**config.mk**
```make
export PLATFORM = sky130hd
export DESIGN_NAME = pdma_port
export DESIGN_NICKNAME = d
export VERILOG_FILES = /design/src/rtl/pdma_pkg.sv /design/src/rtl/pdma_buf.sv /design/src/rtl/pdma_ctrl.sv /design/src/rtl/pdma_port.sv
export SDC_FILE = /design/constraint.sdc
export NUM_CORES = 1
export LEC_CHECK = 0
export ABC_CLOCK_PERIOD_IN_PS = 3400
export BUFFER_PORTS_ARGS = -buffer_cell sky130_fd_sc_hd__buf_2
export CAP_MARGIN = 20
export CORE_MARGIN = 2
export CORE_UTILIZATION = 30
export CTS_CLUSTER_SIZE = 24
export DETAILED_ROUTE_END_ITERATION = 8
export PLACE_DENSITY = 0.53
export SKIP_LAST_GASP = 1
export SLEW_MARGIN = 25
export SYNTH_ARGS = -nofsm -noshare
export SYNTH_HDL_FRONTEND = slang
export SYNTH_HIERARCHICAL = 1
export SYNTH_SLANG_ARGS = --single-unit
```
**constraint.sdc**
```tcl
create_clock -name clk -period 3.4 [get_ports clk]
set_input_delay 0.51 -clock clk [delete_from_list [all_inputs] [get_ports clk]]
set_output_delay 0.51 -clock clk [all_outputs]
set_load 0.01 [all_outputs]
```
**src/rtl/pdma_pkg.sv**
```systemverilog
package pdma_pkg;

  // Bytes an access moves: two only for a wide access with at least two left.
  function automatic logic [1:0] xfer_step(input logic wide, input logic one_left);
    return (wide && !one_left) ? 2'd2 : 2'd1;
  endfunction

  // Subtraction that stops at zero.
  function automatic int unsigned floor_sub(input int unsigned a, input int unsigned b);
    return (a > b) ? a - b : 0;
  endfunction

  // Host read word from the bytes at the index and the one after it.
  function automatic logic [15:0] pack_read(input logic wide, input logic two,
                                            input logic [7:0] hi, input logic [7:0] lo);
    if (!wide) return {8'h00, hi};
    return two ? {hi, lo} : {hi, 8'h00};
  endfunction

endpackage

```
**src/rtl/pdma_buf.sv**
```systemverilog
module pdma_buf #(
  parameter int DEPTH = 32,
  localparam int IDX_W = $clog2(DEPTH)
) (
  input  logic             clk,
  input  logic             rst_n,
  input  logic             en0_i,
  input  logic [IDX_W-1:0] idx0_i,
  input  logic [7:0]       d0_i,
  input  logic             en1_i,
  input  logic [IDX_W-1:0] idx1_i,
  input  logic [7:0]       d1_i,
  input  logic             side_we_i,
  input  logic [IDX_W-1:0] side_addr_i,
  input  logic [7:0]       side_d_i,
  output logic [7:0]       q0_o,
  output logic [7:0]       q1_o,
  output logic [7:0]       side_q_o
);

  logic [7:0] mem [DEPTH];

  // One byte cell per entry; host lanes win over the side port.
  for (genvar g = 0; g < DEPTH; g++) begin : g_cell
    always_ff @(posedge clk) begin
      if (!rst_n)
        mem[g] <= 8'h00;
      else if (en0_i && idx0_i == IDX_W'(g))
        mem[g] <= d0_i;
      else if (en1_i && idx1_i == IDX_W'(g))
        mem[g] <= d1_i;
      else if (side_we_i && side_addr_i == IDX_W'(g))
        mem[g] <= side_d_i;
    end
  end

  assign q0_o     = mem[idx0_i];
  assign q1_o     = mem[idx1_i];
  assign side_q_o = mem[side_addr_i];

endmodule

```
**src/rtl/pdma_ctrl.sv**
```systemverilog
module pdma_ctrl #(
  parameter int DEPTH = 32,
  parameter int TC_W  = 16,
  localparam int IDX_W = $clog2(DEPTH),
  localparam int LEN_W = IDX_W + 1
) (
  input  logic             clk,
  input  logic             rst_n,
  input  logic             arm_i,
  input  logic [IDX_W-1:0] arm_start_i,
  input  logic [LEN_W-1:0] arm_len_i,
  input  logic             tc_load_i,
  input  logic [TC_W-1:0]  tc_val_i,
  input  logic             acc_i,
  input  logic             acc_we_i,
  input  logic             acc_wide_i,
  input  logic [15:0]      acc_wdata_i,
  input  logic [7:0]       byte0_i,
  input  logic [7:0]       byte1_i,
  output logic [IDX_W-1:0] idx0_o,
  output logic [IDX_W-1:0] idx1_o,
  output logic             wr0_o,
  output logic             wr1_o,
  output logic [7:0]       wd0_o,
  output logic [7:0]       wd1_o,
  output logic [15:0]      rdata_o,
  output logic             drq_o,
  output logic             done_o,
  output logic [LEN_W-1:0] done_count_o,
  output logic [TC_W-1:0]  tc_o,
  output logic             ev_take_o,
  output logic             ev_last_o
);

  logic [IDX_W-1:0] start_q, cur_q;
  logic [LEN_W-1:0] len_q, moved_q, len_next;
  logic [TC_W-1:0]  tc_q;
  logic             drq_q, done_q;
  logic [LEN_W-1:0] cnt_q;
  logic [15:0]      rdata_q;
  logic [1:0]       step;
  logic             take_wr, take_rd, take, last;

  // Event decode: an arm in the same cycle blocks any access.
  assign step     = pdma_pkg::xfer_step(acc_wide_i, len_q == LEN_W'(1));
  assign take_wr  = acc_i && acc_we_i && !arm_i && (len_q != '0) && (tc_q != '0);
  assign take_rd  = acc_i && !acc_we_i && !arm_i && (len_q != '0);
  assign take     = take_wr || take_rd;
  assign len_next = len_q - LEN_W'(step);
  assign last     = take && (len_next == '0);

  // Buffer lane drive.
  assign idx0_o = cur_q;
  assign idx1_o = cur_q + IDX_W'(1);
  assign wr0_o  = take_wr;
  assign wr1_o  = take_wr && (step == 2'd2);
  assign wd0_o  = acc_wide_i ? acc_wdata_i[15:8] : acc_wdata_i[7:0];
  assign wd1_o  = acc_wdata_i[7:0];

  always_ff @(posedge clk) begin
    if (!rst_n) begin
      start_q <= '0;
      cur_q   <= '0;
      len_q   <= '0;
      moved_q <= '0;
      drq_q   <= 1'b0;
      done_q  <= 1'b0;
      cnt_q   <= '0;
      rdata_q <= '0;
    end else begin
      done_q <= 1'b0;
      if (arm_i) begin
        start_q <= arm_start_i;
        cur_q   <= arm_start_i;
        len_q   <= arm_len_i;
        moved_q <= '0;
        drq_q   <= (arm_len_i != '0);
      end else if (take) begin
        cur_q   <= cur_q + IDX_W'(step);
        len_q   <= len_next;
        moved_q <= moved_q + LEN_W'(step);
        if (last) begin
          drq_q  <= 1'b0;
          done_q <= 1'b1;
          cnt_q  <= moved_q + LEN_W'(step);
        end
      end
      if (acc_i && !acc_we_i && !arm_i)
        rdata_q <= take_rd ? pdma_pkg::pack_read(acc_wide_i, step == 2'd2, byte0_i, byte1_i)
                           : 16'h0000;
    end
  end

  always_ff @(posedge clk) begin
    if (!rst_n)
      tc_q <= '0;
    else if (tc_load_i)
      tc_q <= tc_val_i;
    else if (take)
      tc_q <= TC_W'(pdma_pkg::floor_sub(32'(tc_q), 32'(step)));
  end

  assign rdata_o      = rdata_q;
  assign drq_o        = drq_q;
  assign done_o       = done_q;
  assign done_count_o = cnt_q;
  assign tc_o         = tc_q;
  assign ev_take_o    = take;
  assign ev_last_o    = last;

endmodule

```
**src/rtl/pdma_port.sv**
```systemverilog
module pdma_port #(
  parameter int DEPTH = 32,
  parameter int TC_W  = 16,
  localparam int IDX_W = $clog2(DEPTH),
  localparam int LEN_W = IDX_W + 1
) (
  input  logic             clk,
  input  logic             rst_n,
  input  logic             arm_i,
  input  logic [IDX_W-1:0] arm_start_i,
  input  logic [LEN_W-1:0] arm_len_i,
  input  logic             tc_load_i,
  input  logic [TC_W-1:0]  tc_val_i,
  input  logic             acc_i,
  input  logic             acc_we_i,
  input  logic             acc_wide_i,
  input  logic [15:0]      acc_wdata_i,
  output logic [15:0]      acc_rdata_o,
  input  logic             buf_we_i,
  input  logic [IDX_W-1:0] buf_addr_i,
  input  logic [7:0]       buf_wdata_i,
  output logic [7:0]       buf_rdata_o,
  output logic             drq_o,
  output logic             done_o,
  output logic [LEN_W-1:0] done_count_o,
  output logic [TC_W-1:0]  tc_o
);

  logic [IDX_W-1:0] idx0, idx1;
  logic             wr0, wr1;
  logic [7:0]       wd0, wd1, q0, q1;
  logic             ev_take, ev_last;

  pdma_ctrl #(.DEPTH(DEPTH), .TC_W(TC_W)) u_ctrl (
    .clk          (clk),
    .rst_n        (rst_n),
    .arm_i        (arm_i),
    .arm_start_i  (arm_start_i),
    .arm_len_i    (arm_len_i),
    .tc_load_i    (tc_load_i),
    .tc_val_i     (tc_val_i),
    .acc_i        (acc_i),
    .acc_we_i     (acc_we_i),
    .acc_wide_i   (acc_wide_i),
    .acc_wdata_i  (acc_wdata_i),
    .byte0_i      (q0),
    .byte1_i      (q1),
    .idx0_o       (idx0),
    .idx1_o       (idx1),
    .wr0_o        (wr0),
    .wr1_o        (wr1),
    .wd0_o        (wd0),
    .wd1_o        (wd1),
    .rdata_o      (acc_rdata_o),
    .drq_o        (drq_o),
    .done_o       (done_o),
    .done_count_o (done_count_o),
    .tc_o         (tc_o),
    .ev_take_o    (ev_take),
    .ev_last_o    (ev_last)
  );

  pdma_buf #(.DEPTH(DEPTH)) u_buf (
    .clk         (clk),
    .rst_n       (rst_n),
    .en0_i       (wr0),
    .idx0_i      (idx0),
    .d0_i        (wd0),
    .en1_i       (wr1),
    .idx1_i      (idx1),
    .d1_i        (wd1),
    .side_we_i   (buf_we_i),
    .side_addr_i (buf_addr_i),
    .side_d_i    (buf_wdata_i),
    .q0_o        (q0),
    .q1_o        (q1),
    .side_q_o    (buf_rdata_o)
  );

endmodule

```
# ---- Word-level counts from Yosys, hierarchy flattened
# Memories as Yosys holds them, arrays and structs flattened. A register that Yosys moved wholly into a read port is not among the register bits.
# Cells that the tools add are included.
dict set report totals {
  reg_bits 57
  ramBits 256
  input_bits 64
  output_inout_bits 48
  mem_count 1
}
dict set report classes {
  addsub 5
  magnitude_cmp 1
  n_eq_ne 95
  n_mux 503
  bitwise 99
  reduce_logical 124
}
# memory depth word_bits read_ports rd_ports_with_merged_regs write_ports line_no
set mem_list {}
lappend mem_list {u_buf.mem 32 8 3 1 32 pdma_buf.sv:21} ;# logic [7:0] mem [DEPTH];
# op count
set ops {}
lappend ops {{8-bit 2-to-1 mux} 98}
lappend ops {{1-bit 2-to-1 mux} 392}
lappend ops {{5-bit equality test, second input constant} 48}
lappend ops {{5-bit by 4-bit equality test with 1-bit output, second input constant} 24}
lappend ops {{1-bit logical AND} 106}
lappend ops {{16-bit 2-to-1 mux} 6}
lappend ops {{1-bit OR} 96}
lappend ops {{5-bit by 3-bit equality test with 1-bit output, second input constant} 12}
lappend ops {{5-bit by 2-bit equality test with 1-bit output, second input constant} 6}
lappend ops {{5-bit 2-to-1 mux} 4}
lappend ops {{16-bit by 2-bit greater-than comparator with 1-bit output} 1}
lappend ops {{16-bit nonzero test} 1}
lappend ops {{16-bit by 2-bit subtractor with 16-bit output} 1}
lappend ops {{5-bit by 1-bit equality test with 1-bit output, second input constant} 3}
lappend ops {{5-bit logical NOT} 3}
lappend ops {{6-bit 2-to-1 mux} 2}
lappend ops {{6-bit nonzero test} 2}
lappend ops {{6-bit by 2-bit adder with 6-bit output} 1}
lappend ops {{6-bit by 1-bit equality test with 1-bit output, second input constant} 1}
lappend ops {{6-bit logical NOT} 1}
lappend ops {{2-bit nonzero test} 3}
lappend ops {{6-bit by 2-bit subtractor with 6-bit output} 1}
lappend ops {{5-bit by 1-bit adder with 5-bit output, second input constant} 1}
lappend ops {{5-bit by 2-bit adder with 5-bit output} 1}
lappend ops {{9 further kinds} 13}

# ---- Longest topological paths before layout
dict set report logic_depth {
  depth_word 13
  mapped_depth 13
}

# ---- Hierarchy
# The synthesis kept the hierarchy.
# module instances cells_per_inst area_each_um2 seq_area_each_um2
set modules_own_cells {}
lappend modules_own_cells {pdma_buf 1 1814 21170.3 7687.4}
lappend modules_own_cells {pdma_ctrl 1 400 3342.0 1141.1}

# ---- Worst setup path after synthesis
# Ideal clock, no wire load.
dict set report synth_timing {
  path_kind {input -> register}
  startpoint {in acc_wide_i}
  endpoint {reg u_ctrl.tc_q[13] (netlist: u_ctrl/tc_o[13])}
  setup_ps 74
  arrival_time_ps 3456
  required_ps 3326
  setup_slack_ps -130
  cell_stages 11
  n_path_buf 2
  path_cell_list {clkinv_1 -> a31oi_1 -> clkbuf_1 -> inv_1 -> ha_1 -> nor2b_1 -> or4_1 -> buf_2 -> a2111o_1 -> or4_1 -> a31oi_1}
}
dict set report synth_between {
  elab_chain_cells 6
  word_cells_on_any_way 7
  classes_between {add/sub: 1; order compare: 1; mux: 4; reduce/logical: 1}
}
# item line_no
set synth_lines {}
lappend synth_lines {{start, declared} pdma_port.sv:16} ;# input logic acc_wide_i,
lappend synth_lines {{1-bit logical AND (*)} pdma_pkg.sv:5} ;# return (wide && !one_left) ? 2'd2 : 2'd1;
lappend synth_lines {{2-bit 2-to-1 mux (*)} pdma_pkg.sv:5}
lappend synth_lines {{16-bit by 2-bit subtractor with 16-bit output / 16-bit by 2-bit greater-than comparator with 1-bit output (equally long branches)} pdma_pkg.sv:10} ;# return (a > b) ? a - b : 0;
lappend synth_lines {{16-bit 2-to-1 mux (*)} pdma_pkg.sv:10}
lappend synth_lines {{16-bit 2-to-1 mux (*)} pdma_ctrl.sv:99} ;# else if (take)
lappend synth_lines {{16-bit 2-to-1 mux (*)} pdma_ctrl.sv:97} ;# else if (tc_load_i)
lappend synth_lines {{end signal, assigned} pdma_ctrl.sv:98} ;# tc_q <= tc_val_i;
lappend synth_lines {{end signal, assigned} pdma_ctrl.sv:100} ;# tc_q <= TC_W'(pdma_pkg::floor_sub(32'(tc_q), 32'(step)));
lappend synth_lines {{end, declared} pdma_ctrl.sv:37} ;# logic [TC_W-1:0] tc_q;
# Every way passes the cells marked *; elsewhere a longest branch is shown, timed or not. The select of a mux whose other input is x is not followed.
# A chain may end at the register's enable or synchronous reset.

# ---- Worst setup path after layout
dict set report layout_timing {
  startpoint {reg u_ctrl.cur_q[0] (netlist: u_ctrl/idx0_o[0])}
  endpoint {reg u_ctrl.rdata_q[4] (netlist: u_ctrl/rdata_o[4])}
}
dict set report layout_between {
  elab_chain_cells 5
}
# item line_no
set layout_lines {}
lappend layout_lines {{start, declared} pdma_ctrl.sv:35} ;# logic [IDX_W-1:0] start_q, cur_q;
lappend layout_lines {{start signal, assigned} pdma_ctrl.sv:74} ;# cur_q <= arm_start_i;
lappend layout_lines {{start signal, assigned} pdma_ctrl.sv:79} ;# cur_q <= cur_q + IDX_W'(step);
lappend layout_lines {{5-bit by 1-bit adder with 5-bit output} pdma_ctrl.sv:54} ;# assign idx1_o = cur_q + IDX_W'(1);
lappend layout_lines {{via idx1[2]} pdma_port.sv:29} ;# logic [IDX_W-1:0] idx0, idx1;
lappend layout_lines {{memory read 32 x 8 bit} --}
lappend layout_lines {{via q1[4]} pdma_port.sv:31} ;# logic [7:0] wd0, wd1, q0, q1;
lappend layout_lines {{8-bit 2-to-1 mux} pdma_pkg.sv:17} ;# return two ? {hi, lo} : {hi, 8'h00};
lappend layout_lines {{16-bit 2-to-1 mux} pdma_pkg.sv:17}
lappend layout_lines {{16-bit 2-to-1 mux} pdma_ctrl.sv:89} ;# rdata_q <= take_rd ? pdma_pkg::pack_read(acc_wide_i, step == 2'd2, byte0_i, byte1_i)
lappend layout_lines {{end signal, assigned} pdma_ctrl.sv:89}
lappend layout_lines {{end, declared} pdma_ctrl.sv:40} ;# logic [15:0] rdata_q;
# The timed path passes the listed nets, and every way through them passes these cells.

==> results summary <==
The flow ran to the end, but the final reports show violations. The final reports fail on DRC. In the detailed route, the total length drawn on met2 is 53110 microns. Measured along the x axis, the die boundary spans 289.8 microns. The post-synthesis sequential area ratio came out at 36.02%. The worst relative slew slack came out at 24.38%.

The switching power as a share of total power came out at 31.90%. The actual slew at the worst max-slew pin came out at 1.134 ns. The worst setup path is of the reg -> reg kind. In this run the power density over the cells is 422.6 mW/mm^2. Entering global routing, the biggest net connects 46 pins. The worst setup path is captured at a flop.

The critical path data required time is 3.85 ns. At the later pin of the worst-skew pair, clock insertion delay measures 0.59 ns. The post-cts hold buffer count came out at 0. The CTS H-tree depth is 2.

Global routing used 27.81% of the available tracks across all layers. The total nets after synthesis came out at 2290. The area growth from synthesis to layout is 18.78%. The number of pins exceeding their max-slew limit in the final report came out at 0. The routed wirelength normalized by instance count is 34.51 microns. The worst ir drop on vdd came out at 0.0003580 V. The share of the synthesized area in the top cell type came out at 31.36%.

The global-route wire length before repair came out at 169200 microns. Along the worst path, the maximum fanout reaches 12. TritonCTS built the clock tree.

The number of endpoints with negative hold slack in the final report came out at 0. The worst setup slack before clock tree synthesis came out at 0.01364 ns. The initial antenna violation count is 4. The proportion of synthesized flip-flops having asynchronous set or reset is 0%. The standard cell core area is 0.08068 sq mm. The slowest stage of the critical path belongs to the cell sky130_fd_sc_hd__or3b_1.

The path class of the tightest hold or removal check is in -> reg. The fraction of the cycle the final worst path needs came out at 99.11%. STA classifies the critical path startpoint as a flop. The vertical die dimension is 289.8 microns. Setup repair after global routing could not meet its margin everywhere. The largest stage delay on the critical path came out at 0.59 ns. The number of buffers inserted during clock tree synthesis came out at 41. The sequential share of power is 36.7%. Static timing analysis puts the maximum clock frequency at 296.8 MHz. The ratio of cells with drive above 1 in the final layout came out at 29.35%. The register clock-pin slew on the reported worst setup and hold paths came out at 0.06 ns. The tool flagged a number of max-cap violations equal to 0.

The total wire length came out at 121000 microns. In this run the deepest clock path goes through 3 buffers. The DRC marker count from the first detailed-route iteration came out at 3688.

The post-route minimum period is 3.370 ns. The starting density of the core came out at 30.38%. The floorplan row count is 104. The leakage power is 11.69 nW. The HPWL after detailed placement is 88130 microns. Leaving out fill and tap cells, the most frequent cell in the layout is sky130_fd_sc_hd__edfxtp_1.

Traced cell by cell, the critical path runs through ha_4 > xor2_4 > or3b_1 > o221ai_1 > a211oi_1 > buf_4 > nor2_1 > a22oi_1 > a2bb2oi_1 > nor2_1. The synthesized design spends more area on one cell type than any other, namely sky130_fd_sc_hd__edfxtp_1. The remaining design rule violation count is 7. The cell-internal power came out at 0.008379 W. The top cell types in the final layout, fill and taps aside, are sky130_fd_sc_hd__edfxtp_1 (256), sky130_fd_sc_hd__buf_4 (239), sky130_fd_sc_hd__mux2i_1 (175). Global routing finished with a remaining overflow of 0. The via total after detailed routing is 22720. Counting flops and latches in the post-synthesis netlist gives 313. For this run, the leading register cell type out of synthesis is sky130_fd_sc_hd__edfxtp_1. The synthesized netlist occupies a cell area of 0.02451 sq mm.

In this run, placement finished with an instance count of 3431. The number of nets in the final layout came out at 2491. The count of final setup violators came out at 0. Counting every instance in the synthesized netlist gives 2214. The total number of yosys warnings came out at 6. Dividing the detail-routed via count by the number of cells gives 6.477.

The synthesized area divided by synthesized cell count is 11.07 sq um. Counting stages on the worst path, the most repeated cell is sky130_fd_sc_hd__nor2_1. The die covers 0.08401 sq mm. The detailed-router iteration count before antenna repair is 9.

The final worst slack is 0.03037 ns. The post-route antenna net violation count is 0. The clock network power share came out at 39.3%. The congestion estimate from routability-driven global placement came to 1.014. After synthesis, the cell types taking the most area are sky130_fd_sc_hd__edfxtp_1 (31%), sky130_fd_sc_hd__mux4_2 (11%), sky130_fd_sc_hd__mux2i_1 (7.2%), sky130_fd_sc_hd__dfxtp_1 (4.7%), sky130_fd_sc_hd__a22o_1 (3.7%). The count of input and output buffers is 111.

Yosys mapped a number of flops with a built-in enable equal to 256. The top routing layer in use is met5. The count of cells in the finished layout, fillers not included, comes to 3507. The sum of met3 wire segment lengths after detailed routing came out at 13650 microns. Data arrives at the worst endpoint at 3.82 ns. The post-route met1 wirelength came out at 49730 microns.

The number of fill cells in the layout is 7977. During I/O placement, the number of pins put on the boundary was 112. The number of global-route vias before repair was 21520.

The number of sinks on the clock net is 313. The synthesized netlist contains 110 unique library cells. Clock skew on the completed layout was measured at 0.02545 ns. The cell sitting at the root of the clock tree is a sky130_fd_sc_hd__clkbuf_16. Of the total power, combinational logic draws 24.0%. The switching power of the nets is 0.003925 W.
[cells in the mapped netlist, types with 14 or more instances]
library cell / n
sky130_fd_sc_hd__a31oi_1: 17
sky130_fd_sc_hd__a211oi_1: 20
sky130_fd_sc_hd__a221o_1: 66
sky130_fd_sc_hd__o21ai_0: 26
sky130_fd_sc_hd__edfxtp_1: 256
sky130_fd_sc_hd__a22oi_1: 28
sky130_fd_sc_hd__buf_6: 18
sky130_fd_sc_hd__inv_1: 100
sky130_fd_sc_hd__nor3_2: 38
sky130_fd_sc_hd__a22o_1: 104
sky130_fd_sc_hd__mux2_2: 20
sky130_fd_sc_hd__mux2i_1: 176
sky130_fd_sc_hd__a21oi_1: 58
sky130_fd_sc_hd__nor2_1: 138
sky130_fd_sc_hd__nand2_1: 102
sky130_fd_sc_hd__mux4_2: 123
sky130_fd_sc_hd__nand3_1: 37
sky130_fd_sc_hd__o22ai_1: 44
sky130_fd_sc_hd__dfxtp_1: 57
sky130_fd_sc_hd__nor3_1: 17
sky130_fd_sc_hd__o211ai_1: 25
sky130_fd_sc_hd__a2111oi_4: 14
sky130_fd_sc_hd__a222oi_1: 80
sky130_fd_sc_hd__nand2b_1: 17
sky130_fd_sc_hd__buf_4: 31
sky130_fd_sc_hd__a21o_1: 106
sky130_fd_sc_hd__clkbuf_1: 107
sky130_fd_sc_hd__buf_2: 52
sky130_fd_sc_hd__and2_1: 72
[cells by family (layout without fill, tap and decap cells)]
group,after synthesis,count (layout),share of synthesized area (%)
other,0,1,0
AO/OA/AOI/OAI,696,696,24.07
flip-flops,313,313,36.02
AND/OR/NAND/NOR,541,541,13.13
buffers and inverters,321,553,6.212
multiplexers,319,319,19.41
adder cells (fa/ha/maj),12,12,0.7351
XOR/XNOR,12,12,0.4288
[layout make-up]
type                            count  area (sq um)  area share (%)
Clock inverter                     23         322.8           1.109
Sequential cell                   313          8838           30.36
Tap cell                         1060          1326           4.555
Timing Repair Buffer              374          2813           9.660
Antenna cell                        1         2.502        0.008594
Inverter                          105         395.4           1.358
Multi-Input combinational cell   1580         14270           49.01
Clock buffer                       51          1147           3.941
[state kept, by name (all words and copies together) (netlist names)]
register / flops
u_ctrl/moved_q: 6
u_ctrl/done_count_o: 6
u_buf/mem: 256
u_ctrl/done_o: 1
u_ctrl/len_q: 6
u_ctrl/rdata_o: 16
u_ctrl/tc_o: 16
u_ctrl/idx0_o: 5
u_ctrl/drq_o: 1
[worst max-delay path, delay by kind of cell (launching register included)]
| family | cells | cell delay (ns) |
|---|---|---|
| compound gates | 4 | 1.25 |
| buf+inv | 1 | 0.22 |
| xor+xnor | 1 | 0.45 |
| simple gates | 3 | 0.70 |
| flops | 1 | 0.43 |
| fa+ha+maj | 1 | 0.19 |
[path summary, 6_finish.rpt]
kind                                       start                              to  slack [ns]  cells past startpoint
setup reg to reg   u_ctrl/idx0_o[0]$_SDFFE_PN0P_  u_ctrl/rdata_o[4]$_SDFFE_PN0P_        0.03                     10
hold / removal                      tc_val_i[13]    u_ctrl/tc_o[13]$_SDFFE_PN0P_        0.21                      3
setup / recovery   u_ctrl/idx0_o[0]$_SDFFE_PN0P_  u_ctrl/rdata_o[4]$_SDFFE_PN0P_        0.03                     10
hold reg to reg   u_ctrl/moved_q[0]$_SDFFE_PP0P_  u_ctrl/moved_q[0]$_SDFFE_PP0P_        0.47                      2
[routing by layer]
| metal | GRT usage (%) | vias up |
|---|---|---|
| met5 | 0 | - |
| met3 | 6.189 | 219 |
| li1 | - | 9358 |
| met2 | 42.66 | 1648 |
| met1 | 38.82 | 11490 |
| met4 | 8.968 | 2 |
[power by group through the flow]
stage | logic [W] | registers (W) | clock network, W
3_3_place_gp | 0.00284 | 0.00457 | 0
2_1_floorplan | 0.00160 | 0.00448 | 0
4_1_cts | 0.00286 | 0.00450 | 0.00491
6_report | 0.00295 | 0.00451 | 0.00484
3_5_place_dp | 0.00284 | 0.00458 | 0
5_1_grt | 0.00301 | 0.00452 | 0.00504
[what timing repair did]
item / 4_1_cts / 5_1_grt
resized for setup: 2 / 14
gates cloned: 0 / 0
pin swaps: 0 / 0
endpoints found under the setup margin: 2 / 73
setup buffers: 0 / 1
[stage by stage]
step	total power, W	util, %	hold WS (ns)	TNS [ns]	instance area (sq um)
floorplan	0.006082	-	0.4406	0	24510
global placement	0.007408	34.16	0.4512	0	27560
detailed placement	0.007426	34.17	0.4565	0	27570
CTS	0.01227	36.00	0.1868	0	29040
global route	0.01257	36.09	0.2245	-0.2580	29120
finish	0.01230	36.09	0.2116	0	29120
(Power assumes the default switching activity.)
